### config.mk
export PLATFORM = sky130hd
export DESIGN_NAME = adc_scan_ctrl
export DESIGN_NICKNAME = d
export VERILOG_FILES = /design/src/rtl/adc_scan_pkg.sv /design/src/rtl/adc_sclk_div.sv /design/src/rtl/adc_chan_pick.sv /design/src/rtl/adc_scan_ctrl.sv
export SDC_FILE = /design/constraint.sdc
export NUM_CORES = 1
export LEC_CHECK = 0
export ABC_CLOCK_PERIOD_IN_PS = 5400
export BUFFER_PORTS_ARGS = -buffer_cell sky130_fd_sc_hd__buf_4
export CAP_MARGIN = 20
export CORE_AREA = 3 3 66 68
export DETAILED_ROUTE_END_ITERATION = 12
export DIE_AREA = 0 0 69 71
export PLACE_DENSITY = 0.88
export SLEW_MARGIN = 20
export SYNTH_ARGS = -nofsm -noshare
export SYNTH_HDL_FRONTEND = slang
export SYNTH_SLANG_ARGS = --single-unit
### constraint.sdc
create_clock -name clk -period 5.4 [get_ports clk]
set_input_delay 1.35 -clock clk [delete_from_list [all_inputs] [get_ports clk]]
set_output_delay 1.35 -clock clk [all_outputs]
set_load 0.01 [all_outputs]
### src/rtl/adc_scan_pkg.sv
package adc_scan_pkg;
  localparam int NCH  = 4;
  localparam int CH_W = $clog2(NCH);

  typedef enum logic [1:0] {ST_GAP, ST_IDLE, ST_SETUP, ST_SHIFT} frame_st_e;

  // Request byte: address in bits 4:3, all other bits zero
  function automatic logic [7:0] req_byte(input logic [CH_W-1:0] ch);
    req_byte = {3'b000, ch, 3'b000};
  endfunction
endpackage

### src/rtl/adc_sclk_div.sv
module adc_sclk_div #(
  parameter int DIV = 4
) (
  input  logic clk,
  input  logic rst_n,
  output logic tick
);
  localparam int CW = $clog2(DIV + 1);
  logic [CW-1:0] cnt;

  assign tick = (cnt == CW'(DIV - 1));

  always_ff @(posedge clk) begin
    if (!rst_n)    cnt <= '0;
    else if (tick) cnt <= '0;
    else           cnt <= cnt + 1'b1;
  end
endmodule

### src/rtl/adc_chan_pick.sv
module adc_chan_pick #(
  parameter int NCH = 4
) (
  input  logic [$clog2(NCH)-1:0] last,
  input  logic [NCH-1:0]         mask,
  output logic [$clog2(NCH)-1:0] nxt
);
  localparam int CW = $clog2(NCH);
  logic [CW-1:0] cand;
  logic          found;

  always_comb begin
    nxt   = last;
    found = 1'b0;
    cand  = '0;
    for (int i = 1; i <= NCH; i++) begin
      cand = CW'((int'(last) + i) % NCH);
      if (!found && mask[cand]) begin
        nxt   = cand;
        found = 1'b1;
      end
    end
  end
endmodule

### src/rtl/adc_scan_ctrl.sv
module adc_scan_ctrl
  import adc_scan_pkg::*;
#(
  parameter int DIV        = 4,
  parameter int DATA_W     = 12,
  parameter int FRAME_BITS = 16
) (
  input  logic              clk,
  input  logic              rst_n,
  input  logic              scan_en,
  input  logic [NCH-1:0]    chan_mask,
  input  logic              out_ready,
  input  logic              miso,
  output logic              cs_n,
  output logic              sclk,
  output logic              mosi,
  output logic              out_valid,
  output logic [DATA_W-1:0] out_data,
  output logic [CH_W-1:0]   out_ch
);
  localparam int HALVES = 2 * FRAME_BITS;
  localparam int HW     = $clog2(HALVES);
  localparam logic [HW-1:0] HALF_LAST = HW'(HALVES - 1);

  frame_st_e           st;
  logic                tick;
  logic                gap_cnt;
  logic [HW-1:0]       half;
  logic [7:0]          tx;
  logic [FRAME_BITS-1:0] rx;
  logic [CH_W-1:0]     conv_ch;   // channel being converted this frame
  logic [CH_W-1:0]     req_ch;    // channel requested this frame
  logic [CH_W-1:0]     last_req;
  logic [CH_W-1:0]     pick;
  logic                can_start;

  adc_sclk_div #(.DIV(DIV)) u_div (.clk(clk), .rst_n(rst_n), .tick(tick));

  adc_chan_pick #(.NCH(NCH)) u_pick (.last(last_req), .mask(chan_mask), .nxt(pick));

  assign can_start = scan_en && (chan_mask != '0) && !out_valid;

  always_ff @(posedge clk) begin
    if (!rst_n) begin
      st        <= ST_GAP;
      gap_cnt   <= 1'b0;
      half      <= '0;
      tx        <= '0;
      rx        <= '0;
      cs_n      <= 1'b1;
      sclk      <= 1'b1;
      mosi      <= 1'b0;
      conv_ch   <= '0;
      req_ch    <= '0;
      last_req  <= CH_W'(NCH - 1);
      out_valid <= 1'b0;
      out_data  <= '0;
      out_ch    <= '0;
    end else begin
      if (out_valid && out_ready) out_valid <= 1'b0;
      if (tick) begin
        unique case (st)
          ST_GAP: begin
            gap_cnt <= 1'b1;
            if (gap_cnt) st <= ST_IDLE;
          end
          ST_IDLE: begin
            if (can_start) begin
              cs_n     <= 1'b0;
              req_ch   <= pick;
              last_req <= pick;
              tx       <= req_byte(pick);
              st       <= ST_SETUP;
            end
          end
          ST_SETUP: begin
            sclk <= 1'b0;
            mosi <= tx[7];
            tx   <= {tx[6:0], 1'b0};
            half <= '0;
            st   <= ST_SHIFT;
          end
          ST_SHIFT: begin
            if (!half[0]) begin
              sclk <= 1'b1;
              rx   <= {rx[FRAME_BITS-2:0], miso};
              half <= half + 1'b1;
            end else if (half == HALF_LAST) begin
              cs_n      <= 1'b1;
              mosi      <= 1'b0;
              out_valid <= 1'b1;
              out_data  <= rx[DATA_W-1:0];
              out_ch    <= conv_ch;
              conv_ch   <= req_ch;
              gap_cnt   <= 1'b0;
              st        <= ST_GAP;
            end else begin
              sclk <= 1'b0;
              mosi <= tx[7];
              tx   <= {tx[6:0], 1'b0};
              half <= half + 1'b1;
            end
          end
          default: st <= ST_GAP;
        endcase
      end
    end
  end
endmodule

==> impl_results.md, run 1 <==
* Outcome: completed
* Hold path depth at 1
* Setup TNS Final at 0 ns
* Clk Latency, worst-skew pair at 0.31 ns
* Area leader, netlist: dfxtp_1
* Critical-path maximum fanout at 22
* Mapped cell area at 2260 um^2
* Final Cycle Share at 0.447
* CP Depth at 6
* Layout cell share with drive strength beyond 1 at 0.137
* Initial drt markers at 147
* Via count at 1901
* Syn Inst Count at 275
* Via-to-Cell Ratio at 5.54
* Worst-path cell chain: buf_4, inv_1, buf_16, nor4_1, nand3_1, o21ai_0
* WP data arrival at 2.64 ns
* R2R depth at 6
* Worst Hold Class: flop to flop
* CP Class: input pin to flop
* Post-DP HPWL at 3120 um
* Clock transition at path regs at 0.09 ns
* Tmin final at 2.41 ns
* Clk_skew at 0.00364 ns
* Pins Over Slew Limit at 0
* Critical Path RT at 5.63 ns
* Max-cap violation count at 0
* Worst path top cell family by delay: buffers and inverters
* Multi-input logic area at 1110 um^2
* Die extent in y at 71 um
* First-pass GRT wire length at 7820 um
* Synth warnings at 0
* RSZ-0062 raised after global routing: no
* Drt first pass iters at 4
* Root Driver: clkbuf_8
* Clock Sinks at 52
* Largest net degree at the start of global routing at 23
* Port bufs at 26
* Slowest CP cell: inv_1
* Num rows at 23
* Wire length per cell at 13.5 um
* Sequential fraction of the synthesis area at 0.461
* Synth Area per Inst at 8.21 um^2
* Most frequent cells in the layout: 68 x nand2_1, 52 x dfxtp_1, 36 x a21oi_1
* Fillers at 329
* Commonest non-fill, non-tap cell in the layout: nand2_1
* Distinct cells, synth at 43
* CTS Hold Bufs at 0
* Post-Route WL at 4640 um
* CP peak stage delay at 0.34 ns
* Die W at 69 um
* Layout area overhead at 15.2%
* Post-CTS Setup Inserts at 0
* Fmax at 0.415 GHz
* CTS Buf Count at 5
* Tightest Pin Transition at 0.748 ns
* Top_reg_cell synth: dfxtp_1
* Resized cells post-CTS at 0
* Starting Density at 0.577
* Residual DRC at 0
* Clock Path Buffers at 2
* # diodes at 0
* Vias in the first global route at 1765
* Leak pwr at 1.01 nW
* Crit path launch type: input pin
* Syn_nets at 294
* Post-route design area at 2600 um^2
* Pwr dens at 279 nW/um^2
* Initial antenna violation count at 0
* H-tree level count at 2
* Fin. Hold Viols at 0
* Maximum vdd drop at 160 uV
* Worst path bufs/invs at 3
* Slew Limit Headroom at 0.497
* Placer congestion estimate at 0.849
* CP Capture Type: flop
* Async S/R FF share, synth at 0
* Synth top area share at 0.461
* Setup violators final at 0
* Placed inst area at 2470 um^2
* Post-synth EDFFs at 0
* CTS tree: built
* Final net count at 312
* ANT nets after route at 0
* Die area at 4900 um^2
* GRT Total Usage at 0.194
* FF+latch count, synth at 52
* Total grt overflow at 0
* Core ar. at 3910 um^2
* Synth area leaders: dfxtp_1 46%, nand2_1 11%, a21oi_1 8.0%, ha_1 5.5%, nand3_1 2.7%
* Reg area at 1040 um^2
* IO Pins at 27
==> worst paths after layout <==
check | from | to | slack, ns
max | rst_n | tx[3] | 2.99
min | u_div.cnt[0] | u_div.cnt[0] | 0.43
max reg2reg | u_div.cnt[0] | req_ch[1] | 3.01
min reg2reg | u_div.cnt[0] | u_div.cnt[0] | 0.43
==> layout make-up <==
type | count | share of cell area
clock buffers | 5 | 0.0265
clock inverters | 2 | 0.0231
inverters | 10 | 0.0144
multi-input cells | 197 | 0.426
flip-flops and latches | 52 | 0.400
well taps | 50 | 0.0241
repair buffers | 27 | 0.0856
==> cell families (layout without fill, tap and decap cells) <==
logic type,count (synthesis),after routing,synth area share
and+or+nand+nor,121,121,0.253
muxes,6,6,0.0272
buffers and inverters,26,44,0.0477
AOI/OAI and AO/OA,60,60,0.156
adders and majority gates,10,10,0.0554
DFF,52,52,0.461
==> registers in the layout, indices dropped and copies added, names as in the netlist <==
| name | cells |
|---|---|
| out_ch | 2 |
| u_div.cnt | 3 |
| st | 2 |
| out_valid | 1 |
| cs_n | 1 |
| gap_cnt | 1 |
| tx | 5 |
| half | 5 |
| mosi | 1 |
| sclk | 1 |
| rx | 12 |
| req_ch | 2 |
| last_req | 2 |
| out_data | 12 |
| conv_ch | 2 |
==> where the power goes <==
part / internal (mW) / switching, mW
Clock: 0.182 / 0.125
Sequential: 0.386 / 0.00123
Combinational: 0.0120 / 0.0175
Total: 0.581 / 0.144
==> cell usage after synthesis, drive strengths merged, types with 4 or more instances <==
cell,n
nor2,8
dfxtp,52
inv,10
o21ai,8
nand4,4
a21oi,37
buf,6
mux2i,5
ha,10
nand2,68
nand2b,9
clkbuf,10
nand3,13
==> per-stage QoR <==
stage | hold slack, ns | std cells | setup WS [ns] | total power, mW | util
finish | 0.434 | 343 | 2.99 | 0.725 | 0.665
global route | 0.469 | 343 | 2.80 | 0.744 | 0.665
CTS | 0.440 | 343 | 2.99 | 0.727 | 0.665
detailed placement | 0.427 | 336 | 2.69 | 0.426 | 0.632
global placement | 0.413 | 335 | 2.58 | 0.422 | 0.625
floorplan | 0.399 | 275 | 3.03 | 0.414 | -
==> metal layers <==
metal	wire, um	GRT usage
met2	2300	0.345
met3	242	0.0341
met1	2010	0.227
met4	81	0.0868
met5	0	0
==> worst reg2reg max path, stage by stage, from the launching register on <==
cell and delay (ns):
dfxtp_1 0.35, ha_1 0.15, ha_1 0.63, nand2_1 0.13, nor3_1 0.61, nand3_1 0.26, a21oi_1 0.18
Note: power is estimated with default switching activity, not from simulation.
==> run 2, diff against run 1 <==
Settings changed: ABC_CLOCK_PERIOD_IN_PS 5400 to 1900, CORE_AREA 3 3 66 68 to 3 3 71 73, DIE_AREA 0 0 69 71 to 0 0 74 76, PLACE_DENSITY 0.88 to 0.81.
Clock period 5.4 ns to 1.9 ns, I/O delays scaled along.
==> run 2 against run 1 <==
Critical path depth is 1 higher. Final cell count is 6.7% higher. Utilization is 4.6 points lower. Combinational power grew to 2.9 times the previous value. Flip-flop and latch count stayed put. Via count is 2.1% higher. Clock power is 100% higher. Sequential power grew to 2.8 times the previous value. First-iteration DRC count is 0.68% lower. Routed wire length is 2.3% lower. Clock skew is 0.0044 ns higher. Largest cell class unchanged. Highest routed layer unchanged.
==> impl_results.md, run 2 (same netlist as run 1, synthesis figures left out) <==
* Residual DRC at 0 (unchanged)
* Port bufs at 26 (unchanged)
* Largest net degree at the start of global routing at 26 (was 23)
* Clk_skew at 0.00800 ns (was 0.00364 ns)
* Total power draw at 1.81 mW (was 0.725 mW)
* Pins Over Slew Limit at 0 (unchanged)
* Num rows at 24 (was 23)
* Vias in the first global route at 1709 (was 1765)
* Critical Path RT at 2.15 ns (was 5.63 ns)
* Hold_sp: miso (was u_div.cnt[0])
* Fin. Hold Viols at 0 (unchanged)
* Clock Sinks at 52 (unchanged)
* CTS tree: built (unchanged)
* Slowest CP cell: or4_4 (was inv_1)
* Max-cap violation count at 0 (unchanged)
* Post-Place Cells at 358 (was 336)
* Via-to-Cell Ratio at 5.30 (was 5.54)
* CTS Buf Count at 5 (unchanged)
* GRT Total Usage at 0.167 (was 0.194)
* Post-DP HPWL at 3310 um (was 3120 um)
* Initial antenna violation count at 0 (unchanged)
* Reg-to-reg endpoint: half[3] (was req_ch[1])
* WP data arrival at 2.08 ns (was 2.64 ns)
* Biggest regs: out_data x12, rx x12 (unchanged)
* Worst-path cell chain: ha_1, and3_4, ha_4, nand3_2, nand3_4, or4_4, a21oi_2 (was buf_4, inv_1, buf_16, nor4_1, nand3_1, o21ai_0)
* Maximum vdd drop at 288 uV (was 160 uV)
* CP Class: flop to flop (was input pin to flop)
* Setup violators final at 0 (unchanged)
* Outcome: completed (unchanged)
* CP peak stage delay at 0.54 ns (was 0.34 ns)
* R2r startpoint: half[1] (was u_div.cnt[0])
* Placer congestion estimate at 0.854 (was 0.849)
* Final Util at 0.619 (was 0.665)
* Slew Limit Headroom at 0.650 (was 0.497)
* Layout cell share with drive strength beyond 1 at 0.207 (was 0.137)
* Most frequent cells in the layout: 68 x nand2_1, 52 x dfxtp_1, 46 x buf_4 (was 68 x nand2_1, 52 x dfxtp_1, 36 x a21oi_1)
* ANT nets after route at 0 (unchanged)
* Fin cells at 366 (was 343)
* Core ar. at 4410 um^2 (was 3910 um^2)
* Post-Route WL at 4530 um (was 4640 um)
* Pwr dens at 661 nW/um^2 (was 279 nW/um^2)
* R2R depth at 7 (was 6)
* Leak pwr at 1.07 nW (was 1.01 nW)
* Hold path depth at 3 (was 1)
* R2r setup slk at 0.07 ns (was 3.01 ns)
* Tightest Pin Transition at 0.525 ns (was 0.748 ns)
* Worst Hold Class: input pin to flop (was flop to flop)
* CP Capture Type: flop (unchanged)
* Final net count at 332 (was 312)
* Clock transition at path regs at 0.09 ns (about the same)
* IO Pins at 27 (unchanged)
* Root Driver: clkbuf_8 (unchanged)
* Clk Latency, worst-skew pair at 0.31 ns (about the same)
* WHS Endpoint: rx[0] (was u_div.cnt[0])
* H-tree level count at 2 (unchanged)
* Die W at 74 um (was 69 um)
* Setup TNS Final at 0 ns (unchanged)
* Layout area overhead at 21.1% (was 15.2%)
* Starting Density at 0.511 (was 0.577)
* Die extent in y at 76 um (was 71 um)
* Via count at 1940 (was 1901)
* Tmin final at 1.83 ns
* Drt first pass iters at 4 (unchanged)
* Crit path launch type: flop (was input pin)
* Total grt overflow at 0 (unchanged)
* First-pass GRT wire length at 7600 um (was 7820 um)
* # diodes at 0 (unchanged)
* Final Cycle Share at 0.962
* Wire length per cell at 12.4 um (was 13.5 um)
* Critical-path maximum fanout at 5 (was 22)
* Initial drt markers at 146 (was 147)
* CTS Hold Bufs at 0 (unchanged)
* Post-CTS Setup Inserts at 0 (unchanged)
* Fillers at 390 (was 329)
* Fmax at 0.547 GHz
* Die area at 5620 um^2 (was 4900 um^2)
* Commonest non-fill, non-tap cell in the layout: nand2_1 (unchanged)
* Clock Path Buffers at 2 (unchanged)
## run 2: changes by cell type in the layout (fill, tap and decap cells not counted), moves of 2 or more
cell       delta
buf_4        +20
ha_1          -2
and3_1        -2
bufinv_16     -2
## run 2: through the flow
stage | setup WS (ns) | hold slack (ns) | cell area, um^2
finish | 0.0728 | 0.416 | 2730
global route | -0.00461 | 0.415 | 2730
CTS | 0.0270 | 0.410 | 2710
detailed placement | -0.0478 | 0.419 | 2620
global placement | 0.0317 | 0.410 | 2620
floorplan | 0.0210 | 0.399 | 2260
## run 2: worst max-delay path by stage
stage,startpoint,endpoint
2_1_floorplan,half[0],half[3]
3_3_place_gp,half[0],half[3]
3_5_place_dp,half[1],half[3]
4_1_cts,half[1],half[3]
5_1_grt,half[0],tx[4]
6_report,half[1],half[3]
## run 2: timing repair
item	CTS	global route
gates resized for setup	2	4
setup endpoints to repair	3	20
pin swaps	0	1
## run 2: power by group
group          leakage (nW)  total, mW  internal (mW)  switching, mW
clock                0.0414      0.621          0.262          0.359
sequential            0.419       1.10           1.10        0.00335
combinational         0.613     0.0841         0.0347         0.0494
## run 2: area by class of cell
class                           count  area [um^2]  share of cell area
Clock inverter                      2         16.3             0.00595
Clock buffer                        6         72.6              0.0266
Tap cell                           52         65.1              0.0238
Timing Repair Buffer               47          365               0.134
Multi-Input combinational cell    197         1130               0.415
Sequential cell                    52         1040               0.381
Inverter                           10         37.5              0.0137
## run 2: critical path: cells and delay by family (launching register included)
kind | cells | cell delay, ns
and+or+nand+nor | 4 | 0.93
adders and majority gates | 2 | 0.37
DFF | 1 | 0.34
AOI/OAI and AO/OA | 1 | 0.13
## run 2: per-layer routing
layer / up-vias / share of wire / global-route usage
li1: 1013 / - / -
met1: 893 / 0.48 / 0.214
met2: 29 / 0.47 / 0.277
met3: 5 / 0.038 / 0.0356
met4: 0 / 0.013 / 0.0489
met5: - / 0 / 0
